===== config.mk =====
export PLATFORM = sky130hd
export DESIGN_NAME = wordsync_serializer
export DESIGN_NICKNAME = d
export VERILOG_FILES = /design/src/rtl/wsync_pkg.sv /design/src/rtl/wsync_hold.sv /design/src/rtl/wsync_shifter.sv /design/src/rtl/wsync_seq.sv /design/src/rtl/wordsync_serializer.sv
export SDC_FILE = /design/constraint.sdc
export NUM_CORES = 1
export LEC_CHECK = 0
export ABC_AREA = 0
export BUFFER_PORTS_ARGS = -buffer_cell sky130_fd_sc_hd__buf_4
export CORE_UTILIZATION = 31
export DETAILED_ROUTE_END_ITERATION = 12
export SLEW_MARGIN = 10
export SYNTH_ARGS = -nofsm -noshare
export SYNTH_HDL_FRONTEND = slang
export SYNTH_SLANG_ARGS = --single-unit

===== constraint.sdc =====
create_clock -name clk -period 2.53 [get_ports clk]
set_clock_uncertainty 0.2 [all_clocks]
set_input_delay 0.1265 -clock clk [delete_from_list [all_inputs] [get_ports clk]]
set_output_delay 0.1265 -clock clk [all_outputs]
set_load 0.02 [all_outputs]

===== src/rtl/wsync_pkg.sv =====
package wsync_pkg;
  typedef enum logic [1:0] {
    ST_IDLE = 2'b00,
    ST_PRE  = 2'b01,
    ST_DATA = 2'b10,
    ST_POST = 2'b11
  } wsync_state_e;

  localparam logic [1:0] POS_EARLY = 2'b00;
  localparam logic [1:0] POS_LATE  = 2'b01;
endpackage


===== src/rtl/wsync_hold.sv =====
module wsync_hold #(
  parameter int W = 32
) (
  input  logic         clk,
  input  logic         rst_n,
  input  logic         in_valid,
  input  logic [W-1:0] in_word,
  input  logic         in_sync,
  input  logic         pop,
  output logic         in_ready,
  output logic         hold_valid,
  output logic [W-1:0] hold_word,
  output logic         hold_sync
);
  logic         vld_q, vld_n;
  logic [W-1:0] word_q, word_n;
  logic         sync_q, sync_n;
  logic         accept;

  assign in_ready = !vld_q;
  assign accept   = in_valid && !vld_q;

  always_comb begin
    vld_n  = vld_q;
    word_n = word_q;
    sync_n = sync_q;
    if (accept) begin
      vld_n  = 1'b1;
      word_n = in_word;
      sync_n = in_sync;
    end else if (pop) begin
      vld_n = 1'b0;
    end
  end

  always_ff @(posedge clk or negedge rst_n) begin
    if (!rst_n) begin
      vld_q  <= 1'b0;
      word_q <= '0;
      sync_q <= 1'b0;
    end else begin
      vld_q  <= vld_n;
      word_q <= word_n;
      sync_q <= sync_n;
    end
  end

  assign hold_valid = vld_q;
  assign hold_word  = word_q;
  assign hold_sync  = sync_q;
endmodule


===== src/rtl/wsync_shifter.sv =====
module wsync_shifter #(
  parameter int W  = 32,
  parameter int LW = 6
) (
  input  logic          clk,
  input  logic          rst_n,
  input  logic          load,
  input  logic          shift,
  input  logic [W-1:0]  word_in,
  input  logic [LW-1:0] len_in,
  output logic          msb,
  output logic          last
);
  localparam logic [LW-1:0] W_L = LW'(W);

  logic [W-1:0]  sh_q, sh_n;
  logic [LW-1:0] cnt_q, cnt_n;
  logic [LW-1:0] shamt;

  assign shamt = W_L - len_in;

  always_comb begin
    sh_n  = sh_q;
    cnt_n = cnt_q;
    if (load) begin
      sh_n  = word_in << shamt;
      cnt_n = len_in;
    end else if (shift) begin
      sh_n  = sh_q << 1;
      cnt_n = cnt_q - LW'(1);
    end
  end

  always_ff @(posedge clk or negedge rst_n) begin
    if (!rst_n) begin
      sh_q  <= '0;
      cnt_q <= '0;
    end else begin
      sh_q  <= sh_n;
      cnt_q <= cnt_n;
    end
  end

  assign msb  = sh_q[W-1];
  assign last = (cnt_q == LW'(1));
endmodule


===== src/rtl/wsync_seq.sv =====
module wsync_seq
  import wsync_pkg::*;
(
  input  logic         clk,
  input  logic         rst_n,
  input  logic         en,
  input  logic [1:0]   pos,
  input  logic         hold_valid,
  input  logic         hold_sync,
  input  logic         sh_last,
  output logic         take,
  output logic         shift,
  output wsync_state_e state,
  output logic         sync_now
);
  wsync_state_e st_q, st_n;
  logic         cur_q, cur_n;
  logic         sy_q, sy_n;

  always_comb begin
    st_n  = st_q;
    cur_n = cur_q;
    sy_n  = sy_q;
    take  = 1'b0;
    shift = 1'b0;
    if (en) begin
      if (st_q == ST_PRE) begin
        st_n = ST_DATA;
        sy_n = 1'b0;
      end else if (st_q == ST_DATA && !sh_last) begin
        shift = 1'b1;
        sy_n  = 1'b0;
      end else if (st_q == ST_DATA && cur_q && pos == POS_LATE) begin
        st_n  = ST_POST;
        sy_n  = 1'b1;
        cur_n = 1'b0;
      end else if (hold_valid) begin
        take  = 1'b1;
        cur_n = hold_sync;
        if (hold_sync && pos == POS_EARLY) begin
          st_n = ST_PRE;
          sy_n = 1'b1;
        end else begin
          st_n = ST_DATA;
          sy_n = hold_sync && pos[1];
        end
      end else begin
        st_n  = ST_IDLE;
        sy_n  = 1'b0;
        cur_n = 1'b0;
      end
    end
  end

  always_ff @(posedge clk or negedge rst_n) begin
    if (!rst_n) begin
      st_q  <= ST_IDLE;
      cur_q <= 1'b0;
      sy_q  <= 1'b0;
    end else begin
      st_q  <= st_n;
      cur_q <= cur_n;
      sy_q  <= sy_n;
    end
  end

  assign state    = st_q;
  assign sync_now = sy_q;
endmodule


===== src/rtl/wordsync_serializer.sv =====
module wordsync_serializer
  import wsync_pkg::*;
#(
  parameter  int W       = 32,
  parameter  int MIN_LEN = 4,
  localparam int LW      = $clog2(W + 1)
) (
  input  logic          clk,
  input  logic          rst_n,
  input  logic          sclk_en,
  input  logic [1:0]    cfg_pos,
  input  logic          cfg_sync_high,
  input  logic [LW-1:0] cfg_len,
  input  logic [W-1:0]  in_word,
  input  logic          in_sync,
  input  logic          in_valid,
  output logic          in_ready,
  output logic          ser_data,
  output logic          ser_sync
);
  localparam logic [LW-1:0] MIN_L = LW'(MIN_LEN);
  localparam logic [LW-1:0] MAX_L = LW'(W);

  logic [LW-1:0] len_eff;
  logic          hold_valid, hold_sync;
  logic [W-1:0]  hold_word;
  logic          take, shift, sh_msb, sh_last, sync_now;
  wsync_state_e  state;

  always_comb begin
    if (cfg_len < MIN_L)      len_eff = MIN_L;
    else if (cfg_len > MAX_L) len_eff = MAX_L;
    else                      len_eff = cfg_len;
  end

  wsync_hold #(.W(W)) u_hold (
    .clk        (clk),
    .rst_n      (rst_n),
    .in_valid   (in_valid),
    .in_word    (in_word),
    .in_sync    (in_sync),
    .pop        (take),
    .in_ready   (in_ready),
    .hold_valid (hold_valid),
    .hold_word  (hold_word),
    .hold_sync  (hold_sync)
  );

  wsync_shifter #(.W(W), .LW(LW)) u_shift (
    .clk     (clk),
    .rst_n   (rst_n),
    .load    (take),
    .shift   (shift),
    .word_in (hold_word),
    .len_in  (len_eff),
    .msb     (sh_msb),
    .last    (sh_last)
  );

  wsync_seq u_seq (
    .clk        (clk),
    .rst_n      (rst_n),
    .en         (sclk_en),
    .pos        (cfg_pos),
    .hold_valid (hold_valid),
    .hold_sync  (hold_sync),
    .sh_last    (sh_last),
    .take       (take),
    .shift      (shift),
    .state      (state),
    .sync_now   (sync_now)
  );

  assign ser_data = (state == ST_DATA) && sh_msb;
  assign ser_sync = cfg_sync_high ? sync_now : !sync_now;
endmodule


# Word level (Yosys, flattened, before mapping)
# Index checks and enable logic that the tools add are counted.
# op_classes
n_eq_ne	5
n_lt_le_gt_ge	2
muxes	29
shift	1
add_sub_neg	2
n_bitwise	2
n_reduce_logical	15
# ops
cell	n
$mux W32	2
$shl A32 B6 Y32	1
$mux W6	4
$mux W1	18
$mux W2	5
$logic_and A1 B1 Y1	7
$eq A6 B1 Y1 const B	1
$gt A6 B6 Y1 const B	1
$lt A6 B3 Y1 const B	1
$sub A6 B1 Y6 const B	1
$sub A6 B6 Y6 const A	1
$eq A2 B1 Y1 const B	2
$reduce_bool A2 Y1	2
$logic_not A1 Y1	3
$reduce_and A3 Y1	1
$eq A2 B2 Y1 const B	1
$logic_not A2 Y1	1
$ne A2 B1 Y1 const B	1
$not A1 Y1	2
$reduce_and A2 Y1	1
# word_totals
out_inout_bits	3
in_bits	46
wordCells	64
reg_bits	76

# Longest topological paths before layout
# Gate-level depths: netlist of run 1.
# depth
depth_word	9
depth_mapped	12
depth_no_buf	10

# Cells and area by module
# From an unflattened synthesis of run 1, not the netlist that was laid out.
# unflattened
cells_unflattened	472
hier_area_um2	5338.9
# by_module_without_submodules
mod	area_per_inst_um2	seq_area_each_um2	n_inst	cells_each
wsync_shifter	3611.0	950.9	1	363
wsync_hold	1393.8	850.8	1	74
wsync_seq	265.3	100.1	1	24
wordsync_serializer	68.8	0.0	1	11

# Least setup slack after synthesis of run 1
# OpenSTA, ideal clock, no wires.
# synth_timing
kind	input port to flip-flop
startpoint	in cfg_len[5]
endpoint	reg u_shift.sh_q[26]
arrival_ns	2.865
path_slack_ns	-0.666
path_buffers	4
setup_ns	0.131
stages	12
t_required_ns	2.199
path_cell_list	nand2b_1 > nor2_8 > inv_6 > buf_12 > ha_1 > buf_2 > buf_2 > clkbuf_1 > mux4_2 > mux4_2 > o22ai_1 > a21oi_1
# synth_between
elab_chain_cells	6
elab_cells_between_ends	7
classes_between	add/sub: 1; order compare: 2; shift: 1; mux: 3
# synth_rtl
item	line_no	text
from (decl)	wordsync_serializer.sv:13	input logic [LW-1:0] cfg_len,
$gt A6 B6 Y1	wordsync_serializer.sv:32	else if (cfg_len > MAX_L) len_eff = MAX_L;
$mux W6	wordsync_serializer.sv:32	
$mux W6 (*)	wordsync_serializer.sv:31	if (cfg_len < MIN_L) len_eff = MIN_L;
$sub A6 B6 Y6 (*)	wsync_shifter.sv:20	assign shamt = W_L - len_in;
$shl A32 B6 Y32 (*)	wsync_shifter.sv:26	sh_n = word_in << shamt;
$mux W32 (*)	wsync_shifter.sv:25	if (load) begin
to (signal assigned)	wsync_shifter.sv:39	sh_q <= sh_n;
to (decl)	wsync_shifter.sv:16	logic [W-1:0] sh_q, sh_n;
# Every way passes the cells marked *; elsewhere a longest branch is shown, timed or not.
# A chain may end at the register's enable or synchronous reset.

# Worst setup path in the final report of run 1
# layout_timing
startpoint	in cfg_len[3]
endpoint	reg u_shift.sh_q[28]
# The elaborated chain is that of the path after synthesis.

==> results of run 1 <==
where the power goes:
part	switching [mW]	total, mW	internal [mW]
Combinational	1.82	3.95	2.13
Clock	0.525	1.41	0.888
Sequential	0.535	2.35	1.81
worst max-delay path, cell delays in order:
cell and delay [ps]:
buf_4 120, or3_1 420, nand3_2 130, ha_4 220, buf_12 150, buf_4 140, mux4_2 330, mux4_2 530
o22ai_1 190, a221oi_1 70
layout make-up:
type                       instances  area, sq um
multi-input combinational        337         3040
inverter                           9         38.8
tap                              216          270
fill                            1529         8910
timing repair buffer             163         1400
clock inverter                     6         87.6
clock buffer                      10          239
sequential                        76         1900
per-layer routing:
layer	wire length (um)	part of all wire	global-route usage	vias to the layer above
met3	492	0.035	0.0211	26
met2	6880	0.49	0.294	121
li1	-	-	-	2030
met1	6370	0.45	0.237	2234
met5	0	0	0	-
met4	336	0.024	0.0732	0
registers in the layout (all words and copies together) (netlist names):
register and cells:
u_shift.sh_q 32, u_hold.hold_word 32, u_shift.cnt_q 6, u_seq.sync_now 1, u_hold.hold_sync 1, u_seq.state 2, u_hold.hold_valid 1, u_seq.cur_q 1
what timing repair did:
item                                   CTS  global route
hold buffers                            39             0
resized for setup                        2             4
pin swaps                                0             1
endpoints found under the hold margin  114             0
setup endpoints to repair                6            22
setup buffers                            0             2
cells in the final DEF, fill, tap and decap left out, types with 7 or more instances in the layout:
cell type | Yosys | final
mux4_2 | 31 | 31
a21oi_1 | 16 | 16
a31oi_1 | 7 | 7
dfrtp_1 | 76 | 76
o21ai_0 | 16 | 16
inv_1 | 8 | 8
nand3_1 | 12 | 11
mux2i_1 | 27 | 27
buf_4 | 0 | 117
nand2_1 | 50 | 50
nor2_1 | 26 | 23
nor3_1 | 9 | 7
mux2_2 | 45 | 44
dlygate4sd3_1 | 0 | 39
clkbuf_16 | 0 | 9
path summary, 6_finish.rpt:
kind | start | end | depth (start not counted)
worst max-delay path | cfg_len[3] | u_shift.sh_q[28]$_DFFE_PN0P_ | 10
min in group asynchronous | rst_n | u_hold.hold_word[27]$_DFFE_PN0P_ | 2
max in group asynchronous | rst_n | u_shift.sh_q[19]$_DFFE_PN0P_ | 2
worst min register to register | u_shift.sh_q[0]$_DFFE_PN0P_ | u_shift.sh_q[0]$_DFFE_PN0P_ | 2
worst min-delay path | cfg_len[1] | u_shift.cnt_q[1]$_DFFE_PN0P_ | 3
worst max register to register | u_shift.cnt_q[1]$_DFFE_PN0P_ | u_shift.sh_q[16]$_DFFE_PN0P_ | 10
logic make-up (layout without fill, tap and decap cells):
logic type,after synthesis,after routing,synth area share
AND/OR/NAND/NOR,122,122,0.113
adder cells (fa/ha/maj),3,3,0.00745
buffers and inverters,38,188,0.0338
XOR/XNOR,5,5,0.00869
flip-flops,76,76,0.378
multiplexers,107,107,0.314
AO/OA/AOI/OAI,100,100,0.146
per-stage QoR:
step           power [mW]  std cells
2_1_floorplan        4.80        451
3_3_place_gp         6.07        760
3_5_place_dp         6.20        760
4_1_cts              7.70        815
5_1_grt              8.18        817
6_report             7.71        817
==> results.md, run 1 <==
- Core area: ~16000 sq um
- Ys async rst share: 1.00
- Synth area leader: dfrtp_1
- Critical Path AT: 2430 ps
- Final ANT Viol Nets: 0
- RSZ-0062 raised after global routing: false
- Post-DP HPWL: approximately 10000 um
- Synth warn: 0
- I/O pin count: 49
- Pin count of the biggest net entering global routing: 77
- Fin util: 0.439
- Period utilization: 0.961
- PnR worst setup slack: between 90 and 100 ps
- Mapped Nets: 500
- Clock sink total: 76
- Initial core utilization: 0.317
- Critical Path Fanout Max: 11
- Cell Area, Synth: between 5000 and 6000 sq um
- Die Width: around 130 um
- Failing checks: negative hold slack
- Pre-CTS setup slack: -321 ps
- Top-area cell type share of the netlist area: 0.378
- Nets: ~650
- Worst vdd ir: 0.507 mV
- Max Clk Rate: just over 400 MHz
- CTS tree: yes
- Syn Area/Cell: around 11 sq um
- DRC: 0
- Row Count: 46
- Most frequent cells after synthesis: 76 x dfrtp_1, 50 x nand2_1, 45 x mux2_2
- Final Critical Period: roughly 2400 ps
- Die Ht: 129 um
- DRT iter0 DRCs: 191
- Number of flops mapped to enable cells by yosys: 0
- Layout Area Growth over Synthesis: 38.5%
- Synth area leaders: dfrtp_1 38%, mux4_2 14%, mux2_2 10%, mux2i_1 5.4%, nand2_1 3.7%
- Fin. Hold Viols: 1
- Total wire length: between 10000 and 15000 um
- Layout cells sized above 1: 0.391
- Vias per inst: about 5.4
- Synth Instances: ~450
- Crit Path Class: primary input to register
- Post-synthesis sequential area ratio: 0.378
- Antenna diodes: 0
- Min Hold Slack: -12.9 ps
- Worst-Margin Slew: between 900 and 1000 ps
- Register bit count reported by yosys: 76
- Global-route wire length before repair: 22900 um
- Final setup viols: 0
- Via count: 4411
- CTS Buffer Depth: 2
- Die ar.: 16800 sq um
- Main synth FF type: dfrtp_1
- Relative slew slack: 0.344
- Most common cell in the synthesized netlist: dfrtp_1
- CTS buffer count: 9
- Number of global-route vias before repair: 4373
- Initial antenna violation count: 0
- H-tree depth: 3
- Pleak: between 2 and 3 nW
- Grt total ovfl: 0
- GRT Total Usage: 0.178
- Design area: 6980 sq um
- Reg2reg setup slack: roughly 160 ps
- Worst path required time: 2530 ps
- Endpoint class of the critical path: register
- Startpoint Class: primary input
- Clk_lat worst skew: about 340 ps
- Synth cell types: 55
- Pwr per Cell Area: roughly 1100 nW/um^2
- Slew Viols, Final: 0
- Hold WC Path Type: primary input to register
- Wire length per cell: 17.2 um
- Clock-pin slew on the worst setup and hold paths: 60 ps
- Detailed Routing Iterations Pass 1: 5
- Maxcap violations: 0
- GP Congestion: approximately 0.9
- Status: finished, violations left
- TNS Setup: 0 ps
- Port buffer count: between 40 and 50
- CTS root buffer: clkbuf_16
- Cell area after placement: between 6000 and 7000 sq um
(Power assumes the default switching activity.)
==> run 2, diff against run 1 <==
clock period = 2 ns   (was 2.53 ns; I/O delays follow)
==> run 2 against run 1 <==
Effect of this change:
- the flow finishes with violations (negative setup slack)
- die area stayed put
- cell count up 12%
- first-iteration DRC count is 47% higher
- worst hold slack improved by 14 ps
- non-clock buffer count is 95 higher
- critical path depth is 1 lower
- critical path type unchanged
- largest cell class unchanged
==> results.md, run 2 (synthesis gave the netlist of run 1 again) <==
- Switch Pwr: 4.33 mW
- I/O pin count: 49
- Worst-Margin Slew: 459 ps
- Worst vdd ir: 0.604 mV
- M1 GR Usage: 0.270
- DRC: 0
- Final Critical Period: between 2000 and 2500 ps
- Period utilization: 1.17
- Vias per inst: around 5.3
- Combinational Power Share: 0.595
- Switching share of power: 0.370
- Endpoint class of the critical path: register
- Post-DP HPWL: around 12000 um
- Pwr per Cell Area: 1410 nW/um^2
- Via count: around 4800
- Layout cells sized above 1: 0.560
- Number of global-route vias before repair: about 5000
- CTS buffer count: 9
- GP Congestion: between 0.9 and 1
- Pin count of the biggest net entering global routing: 44
- Antenna diodes: 0
- H-tree depth: 3
- CTS tree: yes
- PnR worst setup slack: -335 ps
- Initial core utilization: 0.317
- Layout Area Growth over Synthesis: 64.6%
- Fin. Hold Viols: 0
- Min Hold Slack: about 1.4 ps
- Initial antenna violation count: 0
- Die Width: between 100 and 150 um
- Commonest non-fill, non-tap cell in the layout: buf_4
- Total wire length: 16200 um
- Clock power frac: 0.152
- GRT Total Usage: 0.208
- Final cell count without fillers: around 910
- Detailed Routing Iterations Pass 1: 5
- Port buffer count: 48
- Most frequent cells in the layout: 176 x buf_4, 76 x dfrtp_1, 44 x nand2_1
- Clk_lat worst skew: roughly 350 ps
- RSZ-0062 raised after global routing: true
- Row Count: 46
- Crit Path Class: primary input to register
- Failing checks: negative setup slack
- Grt total ovfl: 0
- Met3 usage: 0.0359
- Placed Cells: roughly 820
- Nets: 740
- Maxcap violations: 0
- CTS Buffer Depth: 2
- Hold WC Path Type: primary input to register
- Pint: 7.36 mW
- Global-route wire length before repair: 26500 um
- Pleak: ~3.5 nW
- Die Ht: approximately 130 um
- Fin util: 0.522
- Busiest grt layer: met2
- Die ar.: around 17000 sq um
- Worst path required time: 2030 ps
- Final ANT Viol Nets: 0
- Max Clk Rate: 428 MHz
- Startpoint Class: primary input
- Clock-pin slew on the worst setup and hold paths: 60 ps
- Met2 usage: 0.344
- Critical Path Fanout Max: 5
- Core area: 15900 sq um
- Relative slew slack: 0.694
- Sequential Power Share: 0.253
- Wire length per cell: 17.7 um
- CTS root buffer: clkbuf_16
- Critical Path AT: between 2000 and 2500 ps
- Slew Viols, Final: 0
- DRT iter0 DRCs: 280
- Status: finished, violations left
- Clock sink total: between 70 and 80
- Final setup viols: 35
==> run 2: cell count changes in the layout (fill, tap and decap cells not counted), moves of 6 or more <==
cell     before  now
buf_4       117  176
nand2_1      50   44
buf_8         0    6
buf_6         0   25
mux2i_1      27   20
a21oi_2       0    6
o21ai_0      16    9
a21oi_1      16    9
==> run 2: worst paths after layout <==
kind | slack [ps] | cells after the start | startpoint | end
max in group asynchronous | 950 | 3 | rst_n | u_seq.state[0]$_DFFE_PN0P_
setup reg to reg | -210 | 5 | u_hold.hold_word[4]$_DFFE_PN0P_ | u_shift.sh_q[18]$_DFFE_PN0P_
hold / removal | 1 | 4 | cfg_len[5] | u_shift.cnt_q[2]$_DFFE_PN0P_
setup / recovery | -330 | 9 | cfg_len[3] | u_shift.sh_q[19]$_DFFE_PN0P_
min in group asynchronous | 70 | 2 | rst_n | u_hold.hold_word[28]$_DFFE_PN0P_
hold reg to reg | 310 | 2 | u_shift.sh_q[0]$_DFFE_PN0P_ | u_shift.sh_q[0]$_DFFE_PN0P_
==> run 2: metrics by stage <==
stage | worst slack, ps | instance area [sq um] | total power, mW | setup TNS (ps)
global placement | -796 | 6730 | 8.49 | -20500
global route | -389 | 8290 | 12.4 | -8640
floorplan | -630 | 5250 | 6.19 | -14100
CTS | -292 | 8040 | 11.2 | -5670
finish | -335 | 8290 | 11.7 | -6560
detailed placement | -854 | 6730 | 8.62 | -23050
==> run 2: worst max-delay path: stages <==
cell and delay, ps:
buf_8 100, or3_4 400, nand3_4 110, ha_4 210, buf_12 140, mux4_2 540
mux4_2 530, nor3_4 150, o31ai_2 80
==> run 2: layout make-up <==
cell class,instances,area (sq um)
clock inverter,6,87.6
timing repair buffer,258,2330
sequential,76,1900
clock buffer,10,229
fill,1405,7590
multi-input combinational,337,3430
inverter,9,38.8
tap,216,270
==> run 2: timing repair <==
action | 4_1_cts | 5_1_grt
cloned | 2 | 0
setup buffers | 31 | 14
hold buffers | 40 | 0
hold endpoints to repair | 114 | 0
resized for setup | 84 | 46
endpoints found under the setup margin | 35 | 39
pin swaps | 26 | 21
==> run 2: layer usage <==
| metal | vias up | share of wire |
|---|---|---|
| met5 | - | 0 |
| met4 | 0 | 0.026 |
| li1 | 2224 | - |
| met1 | 2425 | 0.44 |
| met3 | 32 | 0.042 |
| met2 | 127 | 0.49 |
==> run 2: power groups by stage <==
stage,clock (mW),combinational [mW],sequential [mW]
after global routing,1.88,7.46,3.05
after CTS,1.81,6.52,2.91
after floorplan,0,3.45,2.75
after detailed placement,0,5.69,2.93
after global placement,0,5.61,2.89
final,1.77,6.95,2.96
==> run 3, diff against run 2 <==
RECOVER_POWER = 50   (was not set)
==> run 3 against run 2 <==
Effect of this change:
- the flow still finishes with violations (negative setup slack)
- global-route usage unchanged
- wire length up 0.47%
- sequential cell count stayed put
- sequential power is essentially flat
- maximum frequency is 0.24% lower
- via count fell by 0.23%
- sequential share of layout area barely moved
- first-iteration DRC count fell by 5.4%
- worst setup slack lost 5.6 ps
- critical path depth unchanged
- critical endpoint unchanged
==> results.md, run 3 (synthesis gave the netlist of run 1 again) <==
- Switch Pwr: around 4.3 mW
- Fillers: about 1400
- RSZ-0062 raised after global routing: true
- Final Critical Period: between 2000 and 2500 ps
- Startpoint Class: primary input
- Port buffer count: 48
- Most frequent cells in the layout: 176 x buf_4, 76 x dfrtp_1, 44 x nand2_1
- Fin util: 0.521
- Critical Path AT: about 2400 ps
- Post-DP HPWL: 11600 um
- Maxcap violations: 0
- Detailed Routing Iterations Pass 1: 5
- Fin. Hold Viols: 0
- Pre-CTS setup slack: -854 ps
- CTS root buffer: clkbuf_16
- Core area: about 16000 sq um
- Combinational Power Share: 0.595
- Relative slew slack: 0.460
- Failing checks: negative setup slack
- GRT Total Usage: 0.208
- Clock sink total: 76
- CTS Buffer Depth: 2
- Row Count: 46
- Critical Path Fanout Max: 5
- Initial core utilization: 0.317
- Initial antenna violation count: 0
- Via count: approximately 4800
- Pint: roughly 7.4 mW
- Pleak: between 3 and 4 nW
- Reg2reg setup slack: -210 ps
- DRC: 0
- GP Congestion: roughly 0.93
- Endpoint class of the critical path: register
- Total wire length: 16300 um
- Slew Viols, Final: 0
- Die ar.: 16800 sq um
- Worst path required time: between 2000 and 2500 ps
- Die Ht: ~130 um
- Layout Area Growth over Synthesis: 64.3%
- Clock-pin slew on the worst setup and hold paths: about 60 ps
- Period utilization: 1.17
- Final setup viols: 35
- Nets: 740
- Max Clk Rate: between 400 and 500 MHz
- Pin count of the biggest net entering global routing: 44
- Switching share of power: 0.371
- Clock power frac: 0.152
- Hold WC Path Type: primary input to register
- H-tree depth: 3
- Antenna diodes: 0
- Status: finished, violations left
- Worst-Margin Slew: 810 ps
- Sequential Power Share: 0.253
- I/O pin count: 49
- Vias per inst: ~5.3
- Grt total ovfl: 0
- Crit Path Class: primary input to register
- DRT iter0 DRCs: around 270
- Layout cells sized above 1: 0.560
- Wire length per cell: 17.8 um
- Commonest non-fill, non-tap cell in the layout: buf_4
- PnR worst setup slack: -340 ps
- Clk_lat worst skew: ~340 ps
- Pwr per Cell Area: 1410 nW/um^2
- CTS tree: yes
- Die Width: between 100 and 150 um
- Worst vdd ir: between 0.6 and 0.7 mV
- Global-route wire length before repair: roughly 27000 um
- Final ANT Viol Nets: 0
- TNS Setup: -6650 ps
- CTS buffer count: 9
- Number of global-route vias before repair: 4929
==> run 3: cell types whose count changed in the layout (fill, tap and decap cells not counted) <==
cell      delta
buf_12       -1
clkbuf_2     +1
==> run 3: cell type report <==
type / count / area (sq um) / share of cell area
multi-input combinational: 337 / 3430 / 0.414
clock inverter: 6 / 87.6 / 0.0106
sequential: 76 / 1900 / 0.230
clock buffer: 10 / 229 / 0.0277
tap: 216 / 270 / 0.0327
inverter: 9 / 38.8 / 0.00469
timing repair buffer: 258 / 2320 / 0.280
==> run 3: worst max-delay path: stages <==
cell     delay [ps]
buf_8           100
or3_4           400
nand3_4         110
ha_4            210
buf_12          140
mux4_2          540
mux4_2          530
nor3_4          150
o31ai_2          80
==> run 3: routing by layer <==
metal / GRT usage / vias to the layer above / part of all wire
li1: - / 2214 / -
met1: 0.270 / 2424 / 0.44
met2: 0.344 / 130 / 0.50
met3: 0.0359 / 29 / 0.041
met4: 0.0862 / 0 / 0.026
met5: 0 / - / 0
==> run 3: path summary, 6_finish.rpt <==
kind,from,to,cells past startpoint
max,cfg_len[3],u_shift.sh_q[19]$_DFFE_PN0P_,9
min,cfg_len[5],u_shift.cnt_q[2]$_DFFE_PN0P_,4
max reg2reg,u_hold.hold_word[4]$_DFFE_PN0P_,u_shift.sh_q[18]$_DFFE_PN0P_,5
min reg2reg,u_shift.sh_q[0]$_DFFE_PN0P_,u_shift.sh_q[0]$_DFFE_PN0P_,2
max in group asynchronous,rst_n,u_shift.sh_q[17]$_DFFE_PN0P_,3
min in group asynchronous,rst_n,u_hold.hold_word[28]$_DFFE_PN0P_,2
==> run 3: stage by stage <==
| stage | std cells | power [mW] | cell area (sq um) | hold slack (ps) |
|---|---|---|---|---|
| floorplan | 451 | 6.19 | 5250 | -396 |
| global placement | 815 | 8.49 | 6730 | -132 |
| detailed placement | 815 | 8.62 | 6730 | -123 |
| CTS | 901 | 11.2 | 8040 | 6.47 |
| global route | 912 | 12.4 | 8280 | 10.8 |
| finish | 912 | 11.7 | 8280 | 0.548 |
==> run 3: what timing repair did <==
item,4_1_cts,5_1_grt
resized for setup,84,46
hold buffers,40,0
hold endpoints to repair,114,0
pin swaps,26,21
setup buffers,31,14
gates cloned,2,0
setup endpoints to repair,35,39
==> run 3: power groups by stage <==
| stage | logic [mW] | registers [mW] | clock network [mW] |
|---|---|---|---|
| 3_3_place_gp | 5.61 | 2.89 | 0 |
| 2_1_floorplan | 3.45 | 2.75 | 0 |
| 6_report | 6.96 | 2.96 | 1.77 |
| 5_1_grt | 7.46 | 3.05 | 1.88 |
| 4_1_cts | 6.52 | 2.91 | 1.81 |
| 3_5_place_dp | 5.69 | 2.93 | 0 |
